[src/rtl/vmon_pkg.sv]
`timescale 1ns/1ps
package vmon_pkg;

    typedef enum logic [0:0] {
        SCAN_IDLE = 1'b0,
        SCAN_CONV = 1'b1
    } scan_st_e;

    // strict comparisons: equal to a limit counts as in range
    function automatic logic is_over(input logic [9:0] smp, input logic [9:0] lim);
        return smp > lim;
    endfunction

    function automatic logic is_under(input logic [9:0] smp, input logic [9:0] lim);
        return smp < lim;
    endfunction

endpackage

[src/rtl/vmon_seq.sv]
`timescale 1ns/1ps
module vmon_seq
    import vmon_pkg::*;
#(
    parameter int NUM_CH   = 12,
    parameter int CH_W     = 4,
    parameter int CONV_TMO = 1040
) (
    input  logic            clk,
    input  logic            rst_n,
    input  logic            run,
    input  logic [CH_W-1:0] last_ch,
    input  logic            adc_done,
    output logic            adc_req,
    output logic [CH_W-1:0] adc_ch,
    output logic            cap
);
    localparam int TMO_W = $clog2(CONV_TMO + 1);
    localparam logic [CH_W-1:0] TOP_CH  = CH_W'(NUM_CH - 1);
    localparam logic [TMO_W-1:0] TMO_END = TMO_W'(CONV_TMO - 1);

    typedef struct packed {
        scan_st_e        st;
        logic [CH_W-1:0] ch;
        logic [TMO_W-1:0] tmr;
    } seq_s;

    seq_s seq_d, seq_q;
    logic [CH_W-1:0] wrap_lim;
    logic [CH_W-1:0] ch_nxt;

    always_comb begin
        seq_d    = seq_q;
        wrap_lim = (last_ch > TOP_CH) ? TOP_CH : last_ch;
        ch_nxt   = (seq_q.ch >= wrap_lim) ? '0 : CH_W'(seq_q.ch + 1'b1);
        cap      = 1'b0;
        unique case (seq_q.st)
            SCAN_IDLE: begin
                if (run) begin
                    seq_d.st  = SCAN_CONV;
                    seq_d.tmr = '0;
                end
            end
            SCAN_CONV: begin
                if (!run) begin
                    seq_d.st = SCAN_IDLE;
                end else if (adc_done) begin
                    cap      = 1'b1;
                    seq_d.st = SCAN_IDLE;
                    seq_d.ch = ch_nxt;
                end else if (seq_q.tmr == TMO_END) begin
                    seq_d.st = SCAN_IDLE;
                    seq_d.ch = ch_nxt;
                end else begin
                    seq_d.tmr = seq_q.tmr + 1'b1;
                end
            end
            default: seq_d.st = SCAN_IDLE;
        endcase
    end

    always_ff @(posedge clk or negedge rst_n) begin
        if (!rst_n) begin
            seq_q <= '{st: SCAN_IDLE, ch: '0, tmr: '0};
        end else begin
            seq_q <= seq_d;
        end
    end

    assign adc_req = (seq_q.st == SCAN_CONV);
    assign adc_ch  = seq_q.ch;

    // channel held for the whole request
    p_ch_hold_r1: assert property (@(posedge clk) disable iff (!rst_n)
        adc_req ##1 adc_req |-> $stable(adc_ch));
    // index never leaves the channel range
    p_ch_range_r1: assert property (@(posedge clk) disable iff (!rst_n)
        adc_ch <= TOP_CH);
    // no request without permission
    p_gate_r2: assert property (@(posedge clk) disable iff (!rst_n)
        !run |=> !adc_req);
    // one idle cycle after a finished conversion
    p_gap_r11: assert property (@(posedge clk) disable iff (!rst_n)
        (adc_req && adc_done) |=> !adc_req);

endmodule

[src/rtl/vmon_cmp.sv]
`timescale 1ns/1ps
module vmon_cmp
    import vmon_pkg::*;
#(
    parameter int RES_W = 10
) (
    input  logic [RES_W-1:0] smp,
    input  logic [RES_W-1:0] hi_lim,
    input  logic [RES_W-1:0] lo_lim,
    output logic             over,
    output logic             under
);
    always_comb begin
        over  = is_over(smp, hi_lim);
        under = is_under(smp, lo_lim);
    end
endmodule

[src/rtl/vmon_flags.sv]
`timescale 1ns/1ps
module vmon_flags #(
    parameter int NUM_CH = 12,
    parameter int CH_W   = 4,
    parameter int RES_W  = 10
) (
    input  logic                    clk,
    input  logic                    rst_n,
    input  logic                    cap,
    input  logic [CH_W-1:0]         cap_ch,
    input  logic [RES_W-1:0]        cap_val,
    input  logic                    over,
    input  logic                    under,
    input  logic                    boot_busy,
    input  logic [NUM_CH-1:0]       fault_en,
    input  logic [NUM_CH-1:0]       log_en,
    input  logic                    wp_clr,
    output logic [NUM_CH*RES_W-1:0] results,
    output logic [NUM_CH-1:0]       fault,
    output logic                    all_ok,
    output logic                    log_pulse,
    output logic [CH_W-1:0]         log_ch,
    output logic                    wp_flag
);
    typedef struct packed {
        logic [NUM_CH-1:0][RES_W-1:0] res;
        logic [NUM_CH-1:0]            viol;
        logic [NUM_CH-1:0]            flt;
        logic                         trig;
        logic [CH_W-1:0]              lch;
        logic                         wp;
    } flag_s;

    flag_s fl_d, fl_q;
    logic  bad;
    logic  flt_hit;

    always_comb begin
        fl_d    = fl_q;
        fl_d.trig = 1'b0;
        bad     = over | under;
        flt_hit = bad & fault_en[cap_ch];
        if (wp_clr) begin
            fl_d.wp = 1'b0;
        end
        if (cap) begin
            fl_d.res[cap_ch] = cap_val;
            if (!boot_busy) begin
                fl_d.viol[cap_ch] = bad;
                fl_d.flt[cap_ch]  = flt_hit;
                if (flt_hit && log_en[cap_ch] && !fl_q.wp) begin
                    fl_d.trig = 1'b1;
                    fl_d.lch  = cap_ch;
                    fl_d.wp   = 1'b1;
                end
            end
        end
        if (boot_busy) begin
            fl_d.viol = '0;
            fl_d.flt  = '0;
        end
    end

    always_ff @(posedge clk or negedge rst_n) begin
        if (!rst_n) begin
            fl_q <= '0;
        end else begin
            fl_q <= fl_d;
        end
    end

    for (genvar gi = 0; gi < NUM_CH; gi++) begin : g_res
        assign results[gi*RES_W +: RES_W] = fl_q.res[gi];
    end

    assign fault     = fl_q.flt;
    assign all_ok    = !boot_busy && (fl_q.viol == '0);
    assign log_pulse = fl_q.trig;
    assign log_ch    = fl_q.lch;
    assign wp_flag   = fl_q.wp;

    // boot masks every fault
    p_boot_mask_r6: assert property (@(posedge clk) disable iff (!rst_n)
        boot_busy |=> (fault == '0));
    // trigger always leaves the protect flag set
    p_trig_sets_wp_r8: assert property (@(posedge clk) disable iff (!rst_n)
        log_pulse |-> wp_flag);
    // no trigger while protected
    p_wp_blocks_r9: assert property (@(posedge clk) disable iff (!rst_n)
        log_pulse |-> !$past(wp_flag));
    // clear pulse without a new trigger drops the flag
    p_wp_clear_r9: assert property (@(posedge clk) disable iff (!rst_n)
        (wp_clr && !cap) |=> !wp_flag);
    // trigger is a single-cycle pulse
    p_trig_pulse_r8: assert property (@(posedge clk) disable iff (!rst_n)
        log_pulse |=> !log_pulse);

endmodule

[src/rtl/vmon_scan_top.sv]
`timescale 1ns/1ps
module vmon_scan_top #(
    parameter int NUM_CH   = 12,
    parameter int RES_W    = 10,
    parameter int CONV_TMO = 1040,
    parameter int CH_W     = $clog2(NUM_CH)
) (
    input  logic                    clk,
    input  logic                    rst_n,
    input  logic                    scan_en,
    input  logic                    soft_stop,
    input  logic                    boot_busy,
    input  logic                    adc_done,
    input  logic [RES_W-1:0]        adc_data,
    input  logic [NUM_CH*RES_W-1:0] ov_lim,
    input  logic [NUM_CH*RES_W-1:0] uv_lim,
    input  logic [NUM_CH-1:0]       fault_en,
    input  logic [NUM_CH-1:0]       log_en,
    input  logic [CH_W-1:0]         last_ch,
    input  logic                    wp_clr,
    output logic                    adc_req,
    output logic [CH_W-1:0]         adc_ch,
    output logic [NUM_CH*RES_W-1:0] results,
    output logic [NUM_CH-1:0]       fault,
    output logic                    all_ok,
    output logic                    log_pulse,
    output logic [CH_W-1:0]         log_ch,
    output logic                    wp_flag
);
    logic             run;
    logic             cap;
    logic             over;
    logic             under;
    logic [RES_W-1:0] hi_sel;
    logic [RES_W-1:0] lo_sel;

    assign run    = scan_en && !soft_stop;
    assign hi_sel = ov_lim[int'(adc_ch)*RES_W +: RES_W];
    assign lo_sel = uv_lim[int'(adc_ch)*RES_W +: RES_W];

    vmon_seq #(.NUM_CH(NUM_CH), .CH_W(CH_W), .CONV_TMO(CONV_TMO)) seq_i (
        .clk      (clk),
        .rst_n    (rst_n),
        .run      (run),
        .last_ch  (last_ch),
        .adc_done (adc_done),
        .adc_req  (adc_req),
        .adc_ch   (adc_ch),
        .cap      (cap)
    );

    vmon_cmp #(.RES_W(RES_W)) cmp_i (
        .smp    (adc_data),
        .hi_lim (hi_sel),
        .lo_lim (lo_sel),
        .over   (over),
        .under  (under)
    );

    vmon_flags #(.NUM_CH(NUM_CH), .CH_W(CH_W), .RES_W(RES_W)) flags_i (
        .clk       (clk),
        .rst_n     (rst_n),
        .cap       (cap),
        .cap_ch    (adc_ch),
        .cap_val   (adc_data),
        .over      (over),
        .under     (under),
        .boot_busy (boot_busy),
        .fault_en  (fault_en),
        .log_en    (log_en),
        .wp_clr    (wp_clr),
        .results   (results),
        .fault     (fault),
        .all_ok    (all_ok),
        .log_pulse (log_pulse),
        .log_ch    (log_ch),
        .wp_flag   (wp_flag)
    );

    // a stored sample appears in the selected slot
    p_store_r3: assert property (@(posedge clk) disable iff (!rst_n)
        (adc_req && adc_done && run) |=>
            results[int'($past(adc_ch))*RES_W +: RES_W] == $past(adc_data));

endmodule

[config.mk]
export PLATFORM = sky130hd
export DESIGN_NAME = vmon_scan_top
export DESIGN_NICKNAME = d
export VERILOG_FILES = /design/src/rtl/vmon_pkg.sv /design/src/rtl/vmon_seq.sv /design/src/rtl/vmon_cmp.sv /design/src/rtl/vmon_flags.sv /design/src/rtl/vmon_scan_top.sv
export SDC_FILE = /design/constraint.sdc
export NUM_CORES = 1
export LEC_CHECK = 0
export ABC_AREA = 1
export BUFFER_PORTS_ARGS = -buffer_cell sky130_fd_sc_hd__buf_2
export CORE_ASPECT_RATIO = 0.5
export CORE_MARGIN = 2
export CORE_UTILIZATION = 52
export CTS_BUF_LIST = sky130_fd_sc_hd__clkbuf_4
export DETAILED_ROUTE_END_ITERATION = 16
export PLACE_DENSITY = 0.88
export SETUP_SLACK_MARGIN = 0.5
export SYNTH_ARGS = -nofsm -noshare
export SYNTH_HDL_FRONTEND = slang
export SYNTH_HIERARCHICAL = 1
export SYNTH_SLANG_ARGS = --single-unit
[constraint.sdc]
create_clock -name clk -period 3.47 [get_ports clk]
set_input_delay 0.5205 -clock clk [delete_from_list [all_inputs] [get_ports clk]]
set_output_delay 0.5205 -clock clk [all_outputs]
set_load 0.02 [all_outputs]
==> qor.yml <==
syn_area_mm2: 0.0117
synth.area.top_cells: "dfrtp_1 35%, nand2_1 15%, buf_4 9.5%, nand3_1 7.3%, inv_1 6.6%"
routed_wirelength_mm: 40.2
crit_fanout: 17
final_util: 0.635
port_buffers: 428
slew_headroom: 0.452
grt_pass1_wl_mm: 55.5
fillers: 1949
nets: 2260
ys_ff_latch: 166
synth.yosys.seq_area_share: 0.354
chipWidth_um: 217
grt_pass1_vias: 10400
ys_top_cells_by_count: "475 x nand2_1, 208 x inv_1, 172 x nand3_1"
rsz0062_at_grt: "yes"
start_util: 0.536
syn_inst: 1683
yosys.area.top_type: "dfrtp_1"
synth_fa_ha_area_frac: 0.0266
htreeDepth: 4
cts_tree: "done"
finalSetupViolCount: 0
clock-sinks: 166
pin_count: 429
routabilityCongestion: 0.980
status: "finished, final reports clean"
first_iter_violations: 1331
path_clk_slew_ns: 0.15
hold_path_depth: 2
synth_compound_area_frac: 0.114
hp-class: "primary input to flop"
track_usage: 0.301
fmax_ghz: 0.324
synth_top_family_by_area: "simple AND/OR/NAND/NOR gates"
drive_gt1_frac: 0.316
synth.most_common_cell: "nand2_1"
synth_mux_area_frac: 0
tns_ns: 0
cts_made_buffers: 17
syn_to_final_growth_pct: 18.5
routedWlPerCell_um: 17.7
first_pass_iters: 7
async_reset_ff_frac: 1.00
ys_types: 40
r2r_slack_ns: 0.39
synthSimpleGateAreaFrac: 0.287
p_leak_nw: 8.03
worst-r2r-cell-count: 22
num_vias: 12100
num_rows: 38
ys_dominant_reg_cell: "dfrtp_1"
rr_startpoint: "seq_i/adc_ch[0]$_DFFE_PN0P_"
r2r_end: "flags_i/log_ch[1]$_DFFE_PN0P_"
synth_edf_count: 0
hold_path_end: "flags_i/wp_flag$_DFF_PN0_"
slew_viol_final: 0
fin_crit_sh: 0.888
syn_area_per_cell_um2: 6.98
ys_warn_count: 6
grt-ovfl-total: 0
viasPerCell: 5.35
die_area_mm2: 0.0239
synth_xor_area_frac: 0.000746
antenna_found_initial: 6
synth_top_area_frac: 0.354
die_h_um: 110
dp_hpwl_mm: 27.3
final-hold-violation-count: 0
criticalPathCategory: "flop to flop"
ant_nets: 0
clockRootBuffer: "clkbuf_4"
synth_nets: 1993
fin_crit_ns: 3.08
min_from: "wp_clr"
worstSkewPairLatency_ns: 0.54
drc_errors: 0
critical_path_required_ns: 3.93
worstPathArrival_ns: 3.54
cp-start-kind: "flop"
cp-end-kind: "flop"
grt_max_degree: 86
core_area_mm2: 0.0219
power_density_mw_per_mm2: 578
tightest_slew_ns: 0.820
maxCapViolations: 0
clock_skew_ns: 0.0304
cts_buffer_depth: 2
ir_drop_mv: 0.286
## metrics by stage
step | setup slack [ns] | hold slack (ns) | total power [mW] | cell area (um2) | instances
3_5_place_dp | 0.406 | 0.456 | 5.67 | 12800 | 2197
6_report | 0.387 | 0.166 | 8.04 | 13900 | 2270
3_3_place_gp | 0.455 | 0.459 | 5.62 | 12800 | 2197
2_1_floorplan | 0.810 | 0.225 | 4.93 | 11700 | 1683
5_1_grt | 0.325 | 0.121 | 8.52 | 13900 | 2267
4_1_cts | 0.545 | 0.148 | 6.99 | 13200 | 2230
## placed cells by master (no fill, tap or decap), types with 9 or more instances in the layout
| cell type | instances |
|---|---|
| a21oi_1 | 28 |
| buf_12 | 9 |
| buf_2 | 427 |
| buf_4 | 17 |
| clkbuf_16 | 13 |
| clkbuf_4 | 17 |
| dfrtp_1 | 164 |
| ha_1 | 22 |
| inv_1 | 205 |
| inv_2 | 13 |
| nand2_1 | 470 |
| nand2_2 | 9 |
| nand3_1 | 165 |
| nand3_2 | 10 |
| nand4_1 | 11 |
| nor2_1 | 99 |
| nor2_2 | 11 |
| o21ai_0 | 75 |
| o21ai_1 | 89 |
| o21ai_2 | 37 |
## critical path, cell delays in order, from the launching register on
cell and delay, ns:
dfrtp_4 0.55, buf_12 0.17, clkbuf_16 0.18, nand2_1 0.09, nand3_1 0.09, nand3_1 0.10
nand3_1 0.09, nand2_1 0.17, inv_1 0.09, ha_1 0.29, nand2_2 0.10, inv_1 0.06
a21oi_2 0.15, nand2_1 0.06, nor2_1 0.11, nor2_2 0.06, nor2_4 0.14, inv_2 0.06
nand2_4 0.12, inv_4 0.07, buf_4 0.13, nand3_1 0.05, nand2_1 0.05
## layout make-up
cell class,instances,area (um2),share of cell area
inverters,224,863,0.0620
multi-input cells,1059,5170,0.371
repair buffers,480,3000,0.215
diodes,8,20.0,0.00144
repair inverters,2,17.5,0.00126
clock buffers,17,128,0.00917
well taps,300,375,0.0270
clock inverters,14,189,0.0136
flip-flops and latches,166,4160,0.299
## worst max path at each step
stage / startpoint / to / depth (start not counted)
after detailed placement: seq_i/adc_ch[0]$_DFFE_PN0P_ / flags_i/wp_flag$_DFF_PN0_ / 18
after floorplan: seq_i/adc_ch[1]$_DFFE_PN0P_ / flags_i/fault[10]$_DFFE_PN0P_ / 20
final: seq_i/adc_ch[0]$_DFFE_PN0P_ / flags_i/log_ch[1]$_DFFE_PN0P_ / 22
after global placement: seq_i/adc_ch[0]$_DFFE_PN0P_ / flags_i/wp_flag$_DFF_PN0_ / 18
after global routing: seq_i/adc_ch[0]$_DFFE_PN0P_ / flags_i/log_ch[1]$_DFFE_PN0P_ / 22
after CTS: seq_i/adc_ch[1]$_DFFE_PN0P_ / flags_i/fault[11]$_DFFE_PN0P_ / 18
## logic make-up (layout without fill, tap and decap cells)
| kind of cell | Yosys count | after routing |
|---|---|---|
| adder cells (fa/ha/maj) | 25 | 25 |
| AO/OA/AOI/OAI | 238 | 238 |
| flip-flops | 166 | 166 |
| XOR/XNOR | 1 | 1 |
| AND/OR/NAND/NOR | 795 | 795 |
| buffers and inverters | 458 | 737 |
| other | 0 | 8 |
## state kept, by name, summed over array words and instances (netlist names)
name / cells
seq_i/seq_q: 11
flags_i/wp_flag: 1
flags_i/log_pulse: 1
flags_i/log_ch: 4
flags_i/results: 120
seq_i/adc_req: 1
seq_i/adc_ch: 4
flags_i/fl_q: 12
flags_i/fault: 12
## routing by layer
metal  vias to the layer above  global-route usage  part of all wire  wire length [um]
li1                       5665                   -                 -                 -
met1                      5609               0.394              0.40             16100
met2                       723               0.504              0.46             18600
met3                       139              0.0587             0.098              3930
met4                         0               0.112             0.039              1580
met5                         -                   0                 0                 0
## power breakdown
group	total [mW]	internal [mW]	switching (mW)
Sequential	2.18	2.08	0.102
Combinational	4.63	1.82	2.81
Clock	1.24	0.516	0.722
Total	8.04	4.41	3.63
## what timing repair did
action,4_1_cts,5_1_grt
endpoints found under the hold margin,20,0
gates resized for setup,5,57
setup buffers,0,10
cloned,1,22
endpoints found under the setup margin,27,30
pin swaps,0,11
hold buffers,1,0
(Power assumes the default switching activity.)
